`src/rtl/pib_pkg.sv`:
```
package pib_pkg;

  typedef enum logic [3:0] {
    SEL_NONE,
    SEL_PAGE,
    SEL_MODE,
    SEL_WAH,
    SEL_WAL,
    SEL_WDH,
    SEL_WDL,
    SEL_RAH,
    SEL_RAL,
    SEL_RDH,
    SEL_RDL
  } pib_sel_e;

  localparam int unsigned RA_W = 5;

  localparam logic [RA_W-1:0] OFS_PAGE = 5'h1f;
  localparam logic [RA_W-1:0] OFS_MODE = 5'h10;
  localparam logic [RA_W-1:0] OFS_WAH  = 5'h11;
  localparam logic [RA_W-1:0] OFS_WAL  = 5'h12;
  localparam logic [RA_W-1:0] OFS_WDH  = 5'h13;
  localparam logic [RA_W-1:0] OFS_WDL  = 5'h14;
  localparam logic [RA_W-1:0] OFS_RAH  = 5'h15;
  localparam logic [RA_W-1:0] OFS_RAL  = 5'h16;
  localparam logic [RA_W-1:0] OFS_RDH  = 5'h17;
  localparam logic [RA_W-1:0] OFS_RDL  = 5'h18;

endpackage

```
`src/rtl/pib_decode.sv`:
```
module pib_decode
  import pib_pkg::*;
#(
  parameter int unsigned HW          = 16,
  parameter int unsigned BRIDGE_PAGE = 4
) (
  input  logic [HW-1:0]   page,
  input  logic [RA_W-1:0] addr,
  output pib_sel_e        sel,
  output logic            launch
);

  localparam logic [HW-1:0] PAGE_ID = HW'(BRIDGE_PAGE);

  logic on_page;

  always_comb begin
    on_page = (page == PAGE_ID);
    sel     = SEL_NONE;
    if (addr == OFS_PAGE) begin
      sel = SEL_PAGE;
    end else if (on_page) begin
      case (addr)
        OFS_MODE: sel = SEL_MODE;
        OFS_WAH:  sel = SEL_WAH;
        OFS_WAL:  sel = SEL_WAL;
        OFS_WDH:  sel = SEL_WDH;
        OFS_WDL:  sel = SEL_WDL;
        OFS_RAH:  sel = SEL_RAH;
        OFS_RAL:  sel = SEL_RAL;
        OFS_RDH:  sel = SEL_RDH;
        OFS_RDL:  sel = SEL_RDL;
        default:  sel = SEL_NONE;
      endcase
    end
    launch = (sel == SEL_WDL) || (sel == SEL_RAL);
  end

endmodule

```
`src/rtl/pib_xfer.sv`:
```
module pib_xfer #(
  parameter int unsigned WW = 32
) (
  input  logic          clk,
  input  logic          rst_n,
  input  logic          start,
  input  logic          start_wr,
  input  logic [WW-1:0] start_addr,
  input  logic [WW-1:0] start_data,
  output logic          busy,
  output logic          done,
  output logic          ib_valid,
  output logic          ib_write,
  output logic [WW-1:0] ib_addr,
  output logic [WW-1:0] ib_wdata,
  input  logic          ib_ready
);

  logic          vld_q, vld_d;
  logic          wr_q;
  logic [WW-1:0] addr_q;
  logic [WW-1:0] data_q;
  logic          load_en;

  always_comb begin
    done    = vld_q && ib_ready;
    load_en = start;
    vld_d   = vld_q;
    if (done)  vld_d = 1'b0;
    if (start) vld_d = 1'b1;
  end

  always_ff @(posedge clk or negedge rst_n) begin
    if (!rst_n) begin
      vld_q  <= 1'b0;
      wr_q   <= 1'b0;
      addr_q <= '0;
      data_q <= '0;
    end else begin
      vld_q <= vld_d;
      if (load_en) begin
        wr_q   <= start_wr;
        addr_q <= start_addr;
        data_q <= start_data;
      end
    end
  end

  assign busy     = vld_q;
  assign ib_valid = vld_q;
  assign ib_write = wr_q;
  assign ib_addr  = addr_q;
  assign ib_wdata = data_q;

  // request held steady across wait states
  a_r8_hold_request: assert property (@(posedge clk) disable iff (!rst_n)
    (ib_valid && !ib_ready) |=> (ib_valid && $stable(ib_addr) && $stable(ib_wdata) && $stable(ib_write)));

  // a new launch never overlaps an open request
  a_r9_no_overlap: assert property (@(posedge clk) disable iff (!rst_n)
    start |-> !ib_valid);

  // a launch always raises the request next cycle
  a_r5_launch_raises_valid: assert property (@(posedge clk) disable iff (!rst_n)
    start |=> (ib_valid && (ib_write == $past(start_wr)) && (ib_addr == $past(start_addr))));

endmodule

```
`src/rtl/pib_regs.sv`:
```
module pib_regs
  import pib_pkg::*;
#(
  parameter int unsigned HW     = 16,
  parameter int unsigned STRIDE = 4
) (
  input  logic            clk,
  input  logic            rst_n,
  input  logic            wr_en,
  input  pib_sel_e        sel,
  input  logic [HW-1:0]   wdata,
  input  logic            busy,
  input  logic            done_rd,
  input  logic [2*HW-1:0] bus_rdata,
  output logic [HW-1:0]   page,
  output logic [HW-1:0]   rdata,
  output logic            start,
  output logic            start_wr,
  output logic [2*HW-1:0] start_addr,
  output logic [2*HW-1:0] start_data
);

  localparam int unsigned   WW   = 2 * HW;
  localparam logic [WW-1:0] STEP = WW'(STRIDE);

  logic [HW-1:0] page_q, page_d;
  logic          incr_q, incr_d;
  logic [WW-1:0] wa_q, wa_d;
  logic [HW-1:0] wdh_q, wdh_d;
  logic [HW-1:0] wdl_q, wdl_d;
  logic [WW-1:0] ra_q, ra_d;
  logic [WW-1:0] rd_q, rd_d;

  always_comb begin
    page_d = page_q;
    incr_d = incr_q;
    wa_d   = wa_q;
    wdh_d  = wdh_q;
    wdl_d  = wdl_q;
    ra_d   = ra_q;
    rd_d   = rd_q;
    if (wr_en) begin
      case (sel)
        SEL_PAGE: page_d = wdata;
        SEL_MODE: incr_d = wdata[HW-1];
        SEL_WAH:  wa_d[WW-1:HW] = wdata;
        SEL_WAL:  wa_d[HW-1:0]  = wdata;
        SEL_WDH:  wdh_d = wdata;
        SEL_WDL: begin
          wdl_d = wdata;
          if (incr_q) wa_d = wa_q + STEP;
        end
        SEL_RAH:  ra_d[WW-1:HW] = wdata;
        SEL_RAL:  ra_d[HW-1:0]  = wdata;
        default: ;
      endcase
    end
    if (done_rd) rd_d = bus_rdata;
  end

  always_ff @(posedge clk or negedge rst_n) begin
    if (!rst_n) begin
      page_q <= '0;
      incr_q <= 1'b0;
      wa_q   <= '0;
      wdh_q  <= '0;
      wdl_q  <= '0;
      ra_q   <= '0;
      rd_q   <= '0;
    end else begin
      page_q <= page_d;
      incr_q <= incr_d;
      wa_q   <= wa_d;
      wdh_q  <= wdh_d;
      wdl_q  <= wdl_d;
      ra_q   <= ra_d;
      rd_q   <= rd_d;
    end
  end

  always_comb begin
    start      = wr_en && ((sel == SEL_WDL) || (sel == SEL_RAL));
    start_wr   = (sel == SEL_WDL);
    start_addr = start_wr ? wa_q : {ra_q[WW-1:HW], wdata};
    start_data = {wdh_q, wdata};
  end

  always_comb begin
    case (sel)
      SEL_PAGE: rdata = page_q;
      SEL_MODE: rdata = {incr_q, {(HW-2){1'b0}}, busy};
      SEL_WAH:  rdata = wa_q[WW-1:HW];
      SEL_WAL:  rdata = wa_q[HW-1:0];
      SEL_WDH:  rdata = wdh_q;
      SEL_WDL:  rdata = wdl_q;
      SEL_RAH:  rdata = ra_q[WW-1:HW];
      SEL_RAL:  rdata = ra_q[HW-1:0];
      SEL_RDH:  rdata = rd_q[WW-1:HW];
      SEL_RDL:  rdata = rd_q[HW-1:0];
      default:  rdata = '0;
    endcase
  end

  assign page = page_q;

  // streaming address advance
  a_r7_incr_step: assert property (@(posedge clk) disable iff (!rst_n)
    (start && start_wr && incr_q) |=> (wa_q == $past(wa_q) + STEP));

  // fixed mode keeps the write address
  a_r7_fixed_hold: assert property (@(posedge clk) disable iff (!rst_n)
    (start && start_wr && !incr_q) |=> $stable(wa_q));

  // returned word captured on acknowledge
  a_r6_capture: assert property (@(posedge clk) disable iff (!rst_n)
    done_rd |=> (rd_q == $past(bus_rdata)));

  // registers never launch while the mover is occupied
  a_r9_start_idle: assert property (@(posedge clk) disable iff (!rst_n)
    start |-> !busy);

endmodule

```
`src/rtl/pib_bridge.sv`:
```
module pib_bridge
  import pib_pkg::*;
#(
  parameter int unsigned HW          = 16,
  parameter int unsigned BRIDGE_PAGE = 4,
  parameter int unsigned STRIDE      = 4
) (
  input  logic          clk,
  input  logic          rst_n,
  input  logic          host_valid,
  input  logic          host_write,
  input  logic [4:0]    host_addr,
  input  logic [15:0]   host_wdata,
  output logic          host_ready,
  output logic [15:0]   host_rdata,
  output logic          ib_valid,
  output logic          ib_write,
  output logic [31:0]   ib_addr,
  output logic [31:0]   ib_wdata,
  input  logic          ib_ready,
  input  logic [31:0]   ib_rdata
);

  logic [1:0] rst_sync_q;
  logic       rst_n_i;

  always_ff @(posedge clk or negedge rst_n) begin
    if (!rst_n) rst_sync_q <= 2'b00;
    else        rst_sync_q <= {rst_sync_q[0], 1'b1};
  end
  assign rst_n_i = rst_sync_q[1];

  pib_sel_e      sel;
  logic          launch;
  logic [HW-1:0] page;
  logic          busy, done, wr_en, done_rd;
  logic          start, start_wr;
  logic [31:0]   start_addr, start_data;

  pib_decode #(.HW(HW), .BRIDGE_PAGE(BRIDGE_PAGE)) u_decode (
    .page   (page),
    .addr   (host_addr),
    .sel    (sel),
    .launch (launch)
  );

  always_comb begin
    host_ready = !(busy && host_write && launch);
    wr_en      = host_valid && host_write && host_ready;
    done_rd    = done && !ib_write;
  end

  pib_regs #(.HW(HW), .STRIDE(STRIDE)) u_regs (
    .clk        (clk),
    .rst_n      (rst_n_i),
    .wr_en      (wr_en),
    .sel        (sel),
    .wdata      (host_wdata),
    .busy       (busy),
    .done_rd    (done_rd),
    .bus_rdata  (ib_rdata),
    .page       (page),
    .rdata      (host_rdata),
    .start      (start),
    .start_wr   (start_wr),
    .start_addr (start_addr),
    .start_data (start_data)
  );

  pib_xfer #(.WW(2*HW)) u_xfer (
    .clk        (clk),
    .rst_n      (rst_n_i),
    .start      (start),
    .start_wr   (start_wr),
    .start_addr (start_addr),
    .start_data (start_data),
    .busy       (busy),
    .done       (done),
    .ib_valid   (ib_valid),
    .ib_write   (ib_write),
    .ib_addr    (ib_addr),
    .ib_wdata   (ib_wdata),
    .ib_ready   (ib_ready)
  );

  // host stalled only for launching writes while occupied
  a_r9_stall_scope: assert property (@(posedge clk) disable iff (!rst_n_i)
    (!host_ready) |-> (ib_valid && host_write));

endmodule

```
`config.mk`:
```
export PLATFORM = sky130hd
export DESIGN_NAME = pib_bridge
export DESIGN_NICKNAME = d
export VERILOG_FILES = /design/src/rtl/pib_pkg.sv /design/src/rtl/pib_decode.sv /design/src/rtl/pib_xfer.sv /design/src/rtl/pib_regs.sv /design/src/rtl/pib_bridge.sv
export SDC_FILE = /design/constraint.sdc
export NUM_CORES = 1
export LEC_CHECK = 0
export BUFFER_PORTS_ARGS = -buffer_cell sky130_fd_sc_hd__buf_4
export CAP_MARGIN = 20
export CELL_PAD_IN_SITES_DETAIL_PLACEMENT = 1
export CELL_PAD_IN_SITES_GLOBAL_PLACEMENT = 1
export CORE_MARGIN = 2
export CORE_UTILIZATION = 29
export DETAILED_ROUTE_END_ITERATION = 7
export PLACE_DENSITY_LB_ADDON = 0.1
export SYNTH_ARGS = -nofsm -noshare
export SYNTH_HDL_FRONTEND = slang
export SYNTH_SLANG_ARGS = --single-unit
```
`constraint.sdc`:
```
create_clock -name clk -period 6.4 [get_ports clk]
set_input_delay 1.28 -clock clk [delete_from_list [all_inputs] [get_ports clk]]
set_output_delay 1.28 -clock clk [all_outputs]
set_load 0.02 [all_outputs]
```
==> impl_results.md, run 1 <==
* Outcome: complete, no violations
* Setup slack at placement at 1.15 ns
* Mean post-synth cell area at 11.1 µm²
* Area enclosed by the die boundary at 0.0375 mm²
* Number of design-rule violations left by the first detailed-router iteration at 478
* Crit-path max FO at 14
* Number of clock sinks at 213
* Iteration count of the initial detailed-routing pass at 7
* Slew at the pin closest to its max-slew limit at 1.03 ns
* Share of async-settable or async-resettable flops after synthesis at 1.00
* Total Neg Setup Slack at 0 ns
* Synthesized Nets at 996
* Number of global-route vias before repair at 8546
* Category of the worst setup path launch point: input port
* Int Power at 2.39 mW
* Maximum clock rate at 192 MHz
* Reg2reg start: u_regs.page[10]$_DFFE_PN0P_
* Max Clock Skew at 0.0270 ns
* Synthesis-stage register bit count at 213
* Unrepaired setup endpoints after global routing: false
* Clock slew seen by the registers of the worst setup and hold paths at 0.06 ns
* Clock buffers created by TritonCTS at 27
* Crit-path cells: buf_4 > ha_1 > nor3b_2 > nand4_1 > nor3_1 > and2_1 > buf_4 > nand2_1 > nand3_1 > buf_4
* Critical Path Slowest Stage Cell: and2_1
* TritonCTS clock tree: built
* Max IR drop VDD at 0.168 mV
* Switching power total at 0.762 mW
* Post-CTS Hold Fix Bufs at 0
* Top area cells in the synthesized netlist: dfrtp_1, mux2_2, mux2_1
* Area share of the largest cell type after synthesis at 0.511
* Number of instances resized during post-cts repair at 0
* Distinct cell type count after synthesis at 67
* Post-synth EDFFs at 0
* Final-report hold violation count at 0
* Clk_lat worst skew at 0.54 ns
* Average routed wire per standard cell at 25.2 µm
* Path depth of the worst reg2reg path at 6
* Worst EP arrival at 3.92 ns
* Sw Ratio at 0.242
* Reg power frac at 0.449
* Post-Syn Instances at 936
* Clock root buffer master: clkbuf_16
* Chip height at 194 µm
* Via total after detailed routing at 8181
* Vias per cell at 5.28
* Fin crit share at 0.812
* Share of cells above drive strength 1 at 0.320
* Share of total power in the clock network at 0.494
* Post-synthesis cell area at 0.0104 mm²
* Endpoints failing setup at 0
* Headroom to the max-slew limit at 0.312
* Leakage power summed over all cells at 5.95 nW
* Area of the core region at 0.0355 mm²
* Critical path startpoint: host_addr[1]
* Gpl congestion at 0.821
* Residual antenna-violating net count after detailed routing at 0
* Die X at 194 µm
* Routed wire length at 39000 µm
* Core occupancy in the finished layout at 0.363
* Required time reported for the critical path endpoint at 5.12 ns
* Number of placement rows at 69
* Number of warnings printed during yosys synthesis at 0
* Cell area power density at 245 mW/mm²
* Setup Buffers After CTS at 0
* Relative contribution of combinational cells to total power at 0.057
* Overall Global Routing Usage at 0.206
* Ys flop type: dfrtp_1
* Setup crit end kind: primary output
* Antenna violations before repair at 0
* Max Slew Vio Count at 0
* Max Cap Viol at 0
* Effective utilization at floorplan at 0.294
* Min cycle time layout at 5.20 ns
* Hold path startpoint: rst_sync_q[0]$_DFF_PN0_
* Hold path cells at 0
* Proportion of synthesized chip area in sequential cells at 0.511
* Buffers added on ports at 140
* HPWL reported at the end of detailed placement at 28400 µm
* Total of fill cells in the finished design at 3949
* Clk buf depth at 3
* DR DRC count at 0
* Worst min-delay path class: reg2reg
* Synthesis-to-layout area growth at 23.4%
* Maximum number of pins on one net before global-route repair at 158
* Cell accounting for the most synthesized area: dfrtp_1
* Final net count at 1126
* Remaining Overflow, GRT at 0
* First-pass GRT wire length at 58300 µm
* Critical Path Most Common Cell: buf_4
* Worst setup margin at 1.20 ns
* Crit path kind: in2out
* Critical path's largest stage delay at 0.55 ns
* Number of placed I/O pins at 141
* CTS H-tree depth at 1
[flip-flops by register name, summed over array words and instances, names as in the netlist]
| signal | flops |
|---|---|
| u_regs.wdl_q | 16 |
| u_regs.wdh_q | 16 |
| u_xfer.busy | 1 |
| u_regs.page | 16 |
| u_regs.incr_q | 1 |
| u_xfer.ib_write | 1 |
| u_regs.ra_q | 32 |
| u_regs.rd_q | 32 |
| u_xfer.ib_wdata | 32 |
| u_xfer.ib_addr | 32 |
| rst_sync_q | 2 |
| u_regs.wa_q | 32 |
[logic make-up after synthesis]
kind of cell,count (synthesis),synth area share
AOI/OAI and AO/OA,232,0.149
adders and majority gates,2,0.00240
buffers and inverters,71,0.0324
DFF,213,0.511
muxes,170,0.180
other,1,0.000360
and+or+nand+nor,247,0.124
[per-stage QoR]
step / power (mW) / cells / area [µm²] / hold slack, ns
floorplan: 1.52 / 936 / 10400 / 0.331
global placement: 1.62 / 1498 / 11900 / 0.338
detailed placement: 1.62 / 1498 / 11900 / 0.350
CTS: 3.20 / 1547 / 12900 / 0.376
global route: 3.28 / 1547 / 12900 / 0.388
finish: 3.15 / 1548 / 12900 / 0.363
[final cells by class]
cell class                      count  area [µm²]  share of cell area
Antenna cell                        1        2.50            0.000194
Clock buffer                       37         803              0.0624
Clock inverter                     12         116             0.00904
Inverter                           11        41.3             0.00321
Multi-Input combinational cell    652        4770               0.371
Sequential cell                   213        5330               0.415
Tap cell                          461         577              0.0448
Timing Repair Buffer              161        1220              0.0949
[worst max-delay path, delay by kind of cell]
kind | cells | cell delay [ns]
and+or+nand+nor | 6 | 1.72
buffers and inverters | 3 | 0.59
adders and majority gates | 1 | 0.32
[cells in the mapped netlist, types with 18 or more instances]
master / n
a21oi_1: 45
dfrtp_1: 213
nor2_1: 40
mux2_1: 47
o21ai_1: 33
mux2_2: 96
mux2i_1: 27
o21ai_0: 42
clkbuf_1: 25
a22oi_1: 23
nand3_1: 40
a21oi_2: 18
nand2_1: 90
buf_2: 21
[final timing paths]
kind	endpoint	slack, ns
setup / recovery	host_rdata[13]	1.20
hold / removal	rst_sync_q[1]$_DFF_PN0_	0.36
setup reg to reg	u_regs.page[7]$_DFFE_PN0P_	2.93
hold reg to reg	rst_sync_q[1]$_DFF_PN0_	0.36
max in group asynchronous	u_xfer.ib_addr[16]$_DFFE_PN0P_	4.66
min in group asynchronous	u_xfer.ib_wdata[13]$_DFFE_PN0P_	0.39
[layout by cell type (no fill, tap or decap), types with 6 or more instances in the layout]
cell type,Yosys,routed
a211oi_1,11,11
a21oi_1,45,44
a21oi_2,18,19
a222oi_1,11,11
a22o_1,11,11
a22oi_1,23,23
and3_1,10,10
and4_1,6,6
buf_4,8,160
clkbuf_16,0,27
clkbuf_8,0,9
clkinv_2,0,8
dfrtp_1,213,212
inv_1,11,11
mux2_1,47,47
mux2_2,96,96
mux2i_1,27,27
nand2_1,90,90
nand3_1,40,40
nand4_1,11,11
nor2_1,40,40
nor2b_1,6,6
nor3_1,10,9
o21ai_0,42,42
o21ai_1,33,33
[power by group through the flow]
stage,registers [mW],logic [mW],clock network [mW]
finish,1.42,0.180,1.56
global route,1.42,0.198,1.66
CTS,1.42,0.184,1.60
detailed placement,1.44,0.184,0
global placement,1.44,0.183,0
floorplan,1.44,0.0821,0
[per-layer routing]
| layer | global-route usage | wire length (µm) |
|---|---|---|
| met1 | 0.300 | 18500 |
| met2 | 0.323 | 17800 |
| met3 | 0.0268 | 1640 |
| met4 | 0.0546 | 1030 |
| met5 | 0 | 0 |
(Power assumes the default switching activity.)
==> run 2: changes to the inputs <==
==> constraint.sdc (replaced) <==
create_clock -name clk -period 5.05 [get_ports clk]
set_input_delay 1.01 -clock clk [delete_from_list [all_inputs] [get_ports clk]]
set_output_delay 1.01 -clock clk [all_outputs]
set_load 0.02 [all_outputs]
==> run 2 against run 1 <==
  * Register-to-register slack worse by 1.2 ns
  * Routed wire length shrank 2.1%
  * Hold slack got worse by 0.12 ns
  * Worst setup slack got worse by 0.66 ns
  * Cell count grew 0.65%
  * Global-route usage shrank 0.36 points
  * Clock power grew 30%
  * Via count rose by 0.39%
  * Sequential share of layout area decreased by 0.37 points
  * Critical path type unchanged
==> impl_results.md, run 2 (same netlist as run 1, synthesis figures left out) <==
* Remaining Overflow, GRT at 0 (unchanged)
* Number of clock sinks at 213 (unchanged)
* Total Neg Setup Slack at 0 ns (unchanged)
* Min cycle time layout at 4.51 ns
* Cell area power density at 312 mW/mm² (+27%)
* Commonest non-fill, non-tap cell in the layout: dfrtp_1
* Slew at the pin closest to its max-slew limit at 0.975 ns (-0.0567 ns)
* Worst setup margin at 0.544 ns (-0.659 ns)
* Number of global-route vias before repair at 8457 (-1.0%)
* Gpl congestion at 0.821 (about the same)
* Share of cells above drive strength 1 at 0.325 (+0.00500)
* Vias per cell at 5.27 (-0.25%)
* Commonest cells after routing, fill and taps aside: dfrtp_1, buf_4, mux2_2
* Unrepaired setup endpoints after global routing: false
* Required time reported for the critical path endpoint at 4.04 ns (-1.08 ns)
* Switching power total at 0.984 mW (+29%)
* RR Endpoint: u_regs.wa_q[21]$_DFFE_PN0P_
* Iteration count of the initial detailed-routing pass at 5 (-2)
* DR DRC count at 0 (unchanged)
* Maximum number of pins on one net before global-route repair at 145 (-8.2%)
* Leakage power summed over all cells at 6.00 nW (+0.94%)
* Clock root buffer master: clkbuf_16
* Overall Global Routing Usage at 0.202 (-0.00365)
* Count of inserted antenna diode cells at 0 (-1)
* Die X at 194 µm (unchanged)
* Number of placement rows at 69 (unchanged)
* Synthesis-to-layout area growth at 24.6%
* Number of placed I/O pins at 141 (unchanged)
* Final-report hold violation count at 0 (unchanged)
* Antenna violations before repair at 0 (unchanged)
* Average routed wire per standard cell at 24.5 µm (-2.7%)
* Max Cap Viol at 0 (unchanged)
* Max Clock Skew at 0.0125 ns (-0.0145 ns)
* Worst EP arrival at 3.50 ns (-0.42 ns)
* Setup crit end kind: primary output
* Clk_lat worst skew at 0.54 ns (about the same)
* Residual antenna-violating net count after detailed routing at 0 (unchanged)
* Number of design-rule violations left by the first detailed-router iteration at 576 (+21%)
* Worst min-delay path class: in2async
* Maximum clock rate at 222 MHz
* Number of placed instances with taps included at 1509 (+0.73%)
* Chip height at 194 µm (unchanged)
* Reg2reg start: u_regs.page[10]$_DFFE_PN0P_
* Crit-path max FO at 14 (unchanged)
* Number of instances resized during post-cts repair at 0 (unchanged)
* Clk buf depth at 3 (unchanged)
* Final net count at 1137 (+0.98%)
* Post-CTS Hold Fix Bufs at 0 (unchanged)
* Category of the worst setup path launch point: input port
* Setup Buffers After CTS at 0 (unchanged)
* Core occupancy in the finished layout at 0.366 (+0.00328)
* TritonCTS clock tree: built
* Share of total power in the clock network at 0.501 (+0.007)
* Buffers added on ports at 140 (unchanged)
* Endpoints failing setup at 0 (unchanged)
* Int Power at 3.07 mW (+28%)
* Number of standard cells in the final layout excluding fillers at 1558 (+0.65%)
* Worst-case register-to-register setup slack at 1.75 ns (-1.18 ns)
* Reg power frac at 0.440 (-0.009)
* Max Slew Vio Count at 0 (unchanged)
* Fin crit share at 0.892
* Area of the core region at 0.0355 mm² (unchanged)
* Via total after detailed routing at 8213 (+0.39%)
* CTS H-tree depth at 1 (unchanged)
* Routed wire length at 38200 µm (-2.1%)
* Clock slew seen by the registers of the worst setup and hold paths at 0.06 ns (about the same)
* Outcome: complete, no violations
* Max IR drop VDD at 0.211 mV (+25%)
* Total of fill cells in the finished design at 3901 (-1.2%)
* Clock buffers created by TritonCTS at 27 (unchanged)
* First-pass GRT wire length at 57500 µm (-1.3%)
* Headroom to the max-slew limit at 0.350 (+0.0378)
* Crit path kind: in2out
* Setup slack at placement at 0.586 ns (-0.565 ns)
* Path depth of the worst reg2reg path at 6 (unchanged)
* Relative contribution of combinational cells to total power at 0.059 (+0.002)
* Sw Ratio at 0.243 (+0.00127)
* HPWL reported at the end of detailed placement at 27700 µm (-2.5%)
* Area enclosed by the die boundary at 0.0375 mm² (unchanged)
* Effective utilization at floorplan at 0.294 (unchanged)
==> run 2: cell count changes in the layout (fill, tap and decap cells not counted) <==
cell / before / now
a21oi_1: 44 / 45
a21oi_2: 19 / 18
buf_12: 1 / 3
buf_4: 160 / 169
bufinv_16: 2 / 4
clkbuf_1: 1 / 2
clkbuf_8: 9 / 4
clkinv_2: 8 / 7
clkinv_4: 0 / 3
clkinvlp_4: 1 / 2
diode_2: 1 / 0
inv_6: 1 / 0
==> run 2: stage by stage <==
| stage | power [mW] | hold WS, ns | instance area [µm²] |
|---|---|---|---|
| global placement | 2.05 | 0.333 | 12000 |
| global route | 4.21 | 0.221 | 13000 |
| detailed placement | 2.06 | 0.340 | 12000 |
| floorplan | 1.92 | 0.331 | 10400 |
| CTS | 4.12 | 0.218 | 13000 |
| finish | 4.05 | 0.247 | 13000 |
==> run 2: final cells by class <==
cell class                 instances  area [µm²]  share of cell area
multi-input combinational        652        4770               0.367
clock buffer                      33         738              0.0569
clock inverter                    16         196              0.0151
timing repair buffer             172        1330               0.102
inverter                          11        41.3             0.00318
sequential                       213        5330               0.411
tap                              461         577              0.0444
==> run 2: worst max-delay path, stage by stage <==
cell     delay (ns)
buf_4          0.15
ha_1           0.32
nor3b_2        0.44
nand4_1        0.27
nor3_1         0.34
and2_1         0.30
buf_4          0.27
nand2_1        0.08
nand3_1        0.13
buf_4          0.16
==> run 2: power by group through the flow <==
| stage | sequential (mW) | combinational, mW | clock (mW) |
|---|---|---|---|
| 2_1_floorplan | 1.82 | 0.104 | 0 |
| 3_3_place_gp | 1.81 | 0.243 | 0 |
| 3_5_place_dp | 1.81 | 0.244 | 0 |
| 4_1_cts | 1.78 | 0.245 | 2.10 |
| 5_1_grt | 1.78 | 0.262 | 2.16 |
| 6_report | 1.78 | 0.239 | 2.03 |
==> run 2: routing by layer <==
metal / part of all wire / global-route usage
met1: 0.46 / 0.287
met2: 0.46 / 0.318
met3: 0.047 / 0.0324
met4: 0.030 / 0.0608
met5: 0 / 0
==> run 2: how the worst max path moves through the flow <==
stage / startpoint / depth (start not counted) / endpoint
floorplan: host_addr[1] / 9 / host_rdata[10]
global placement: host_addr[1] / 10 / host_rdata[5]
detailed placement: host_addr[1] / 10 / host_rdata[14]
CTS: host_addr[1] / 10 / host_rdata[14]
global route: u_regs.page[10]$_DFFE_PN0P_ / 8 / host_rdata[1]
finish: host_addr[1] / 10 / host_rdata[14]
==> run 3: changes to the inputs <==
--- a/config.mk
+++ b/config.mk
@@ -10,7 +10,7 @@
 export CELL_PAD_IN_SITES_DETAIL_PLACEMENT = 1
 export CELL_PAD_IN_SITES_GLOBAL_PLACEMENT = 1
 export CORE_MARGIN = 2
-export CORE_UTILIZATION = 29
+export CORE_UTILIZATION = 24
 export DETAILED_ROUTE_END_ITERATION = 7
 export PLACE_DENSITY_LB_ADDON = 0.1
 export SYNTH_ARGS = -nofsm -noshare
==> run 3 against run 2 <==
  * Routed wire length rose by 8.0%
  * Highest routed layer is now met5
  * Sequential share of layout area fell by 0.31 points
  * Register-to-register slack got worse by 0.10 ns
  * First-iteration DRC count fell by 1.4%
==> impl_results.md, run 3 (same netlist as run 1, synthesis figures left out) <==
* Outcome: complete, no violations
* Required time reported for the critical path endpoint at 4.04 ns (about the same)
* Number of placed instances with taps included at 1630 (+8.0%)
* Leakage power summed over all cells at 5.98 nW (-0.37%)
* Clock root buffer master: clkbuf_16
* Headroom to the max-slew limit at 0.366 (+0.0162)
* Number of placement rows at 76 (+10%)
* Relative contribution of combinational cells to total power at 0.057 (-0.002)
* Min cycle time layout at 4.55 ns (+0.0465 ns)
* Clock slew seen by the registers of the worst setup and hold paths at 0.06 ns (about the same)
* Met3 layer wire length in the routed design at 1800 µm (-0.39%)
* M1 wire length at 19100 µm (+7.7%)
* Sw Ratio at 0.243 (-0.000336)
* Setup Buffers After CTS at 0 (unchanged)
* Area of all sequential standard cells at 0.00533 mm² (unchanged)
* Overall Global Routing Usage at 0.186 (-0.0167)
* TritonCTS clock tree: built
* Setup crit end kind: primary output
* Synthesis-to-layout area growth at 25.5%
* Cell area power density at 310 mW/mm² (-0.67%)
* Total non-filler cell area in the finished layout at 0.0131 mm² (+0.75%)
* Critical path startpoint: u_regs.page[10]$_DFFE_PN0P_
* Category of the worst setup path launch point: register
* Antenna violations before repair at 3 (+3)
* Die X at 212 µm (+9.7%)
* Number of instances resized during post-cts repair at 0 (unchanged)
* RR Endpoint: u_regs.wa_q[19]$_DFFE_PN0P_
* Worst min-delay path class: in2async
* Post-Place Cell Area at 0.0122 mm² (+0.89%)
* Top layer in use: met5
* Number of design-rule violations left by the first detailed-router iteration at 568 (-1.4%)
* First-pass GRT wire length at 61200 µm (+6.4%)
* Crit-path max FO at 10 (-4)
* Number of standard cells in the final layout excluding fillers at 1679 (+7.8%)
* Iteration count of the initial detailed-routing pass at 5 (unchanged)
* Chip height at 212 µm (+9.7%)
* Total of fill cells in the finished design at 4847 (+24%)
* Max Cap Viol at 0 (unchanged)
* Worst-case register-to-register setup slack at 1.65 ns (-0.10 ns)
* DR DRC count at 0 (unchanged)
* Endpoints failing setup at 0 (unchanged)
* Share of total power in the clock network at 0.500 (about the same)
* Crit path kind: reg2out
* Path depth of the worst reg2reg path at 6 (unchanged)
* Buffers added on ports at 140 (unchanged)
* Number of global-route vias before repair at 8817 (+4.3%)
* Maximum clock rate at 220 MHz (-1.0%)
* Critical path's largest stage delay at 0.67 ns (+0.23 ns)
* Slew at the pin closest to its max-slew limit at 0.950 ns (-0.0254 ns)
* Final-report hold violation count at 0 (unchanged)
* Reg power frac at 0.443 (+0.003)
* Residual antenna-violating net count after detailed routing at 0 (unchanged)
* Total Neg Setup Slack at 0 ns (unchanged)
* Smallest hold slack at 0.239 ns (-0.00792 ns)
* Number of clock sinks at 213 (unchanged)
* Remaining Overflow, GRT at 0 (unchanged)
* Via total after detailed routing at 8207 (-0.073%)
* Max IR drop VDD at 0.175 mV (-17%)
* Effective utilization at floorplan at 0.243 (-0.0513)
* Routed wire length at 41200 µm (+8.0%)
* Vias per cell at 4.89 (-7.3%)
* Critical Path Slowest Stage Cell: nor2_1
* Fin crit share at 0.901 (+0.00921)
* Gpl congestion at 0.814 (-0.79%)
* Int Power at 3.07 mW (+0.12%)
* Worst EP arrival at 3.54 ns (+0.04 ns)
* Clock buffers created by TritonCTS at 27 (unchanged)
* Reg2reg start: u_regs.page[10]$_DFFE_PN0P_
* Crit-path cells: nor4_4 > and4_1 > nand2_1 > nor2_1 > a222oi_1 > nand3_1 > buf_4
* Area of the core region at 0.0430 mm² (+21%)
* Max Slew Vio Count at 0 (unchanged)
* Count of inserted antenna diode cells at 0 (unchanged)
* Number of placed I/O pins at 141 (unchanged)
* Clk_lat worst skew at 0.55 ns (about the same)
* Max Clock Skew at 0.0141 ns (+0.00166 ns)
* Maximum number of pins on one net before global-route repair at 105 (-28%)
* Commonest non-fill, non-tap cell in the layout: dfrtp_1
* HPWL reported at the end of detailed placement at 30100 µm (+8.7%)
* Clk buf depth at 3 (unchanged)
* Multi-input gate area in the final layout at 0.00477 mm² (unchanged)
* Detailed route wirelength on metal2 at 18900 µm (+7.9%)
* Unrepaired setup endpoints after global routing: false
* CTS H-tree depth at 1 (unchanged)
* Area enclosed by the die boundary at 0.0451 mm² (+20%)
* Average routed wire per standard cell at 24.6 µm (+0.20%)
* Switching power total at 0.983 mW (about the same)
* Share of cells above drive strength 1 at 0.320 (-0.00459)
* Commonest cells after routing, fill and taps aside: dfrtp_1, buf_4, mux2_2
* Post-CTS Hold Fix Bufs at 0 (unchanged)
* Final net count at 1134 (-0.26%)
-- run 3: layout make-up --
class                   count  area share
multi-input cells         652       0.365
inverters                  11     0.00316
repair buffers            169      0.0979
flip-flops and latches    213       0.408
well taps                 585      0.0560
clock buffers              40      0.0615
clock inverters             9     0.00918
-- run 3: worst max-delay path: cells and delay by family, from the launching register on --
| kind | cells | cell delay, ns |
|---|---|---|
| compound gates | 1 | 0.36 |
| buf+inv | 1 | 0.16 |
| flops | 1 | 0.50 |
| simple gates | 5 | 1.96 |
-- run 3: worst max-delay path by stage --
stage	to	cells past startpoint	slack (ns)
after global placement	host_rdata[1]	10	0.67
after detailed placement	host_rdata[1]	10	0.59
after CTS	host_rdata[1]	8	0.47
after global routing	host_rdata[1]	8	0.31
final	host_rdata[6]	7	0.50
after floorplan	host_rdata[10]	9	1.22
-- run 3: power by group through the flow --
stage | Sequential, mW | Combinational (mW) | Clock, mW
6_report | 1.79 | 0.232 | 2.03
5_1_grt | 1.80 | 0.256 | 2.16
4_1_cts | 1.79 | 0.241 | 2.10
3_5_place_dp | 1.82 | 0.240 | 0
3_3_place_gp | 1.82 | 0.239 | 0
2_1_floorplan | 1.82 | 0.104 | 0
-- run 3: layer usage --
metal | up-vias | GRT usage
met5 | - | 0
met4 | 2 | 0.0591
met3 | 59 | 0.0310
met2 | 187 | 0.295
li1 | 3738 | -
met1 | 4221 | 0.257
-- run 3: metrics by stage --
step / util / worst slack, ns / power, mW
global route: 0.304 / 0.308 / 4.21
floorplan: - / 1.22 / 1.92
detailed placement: 0.283 / 0.591 / 2.06
global placement: 0.283 / 0.670 / 2.06
finish: 0.304 / 0.498 / 4.05
CTS: 0.304 / 0.474 / 4.13
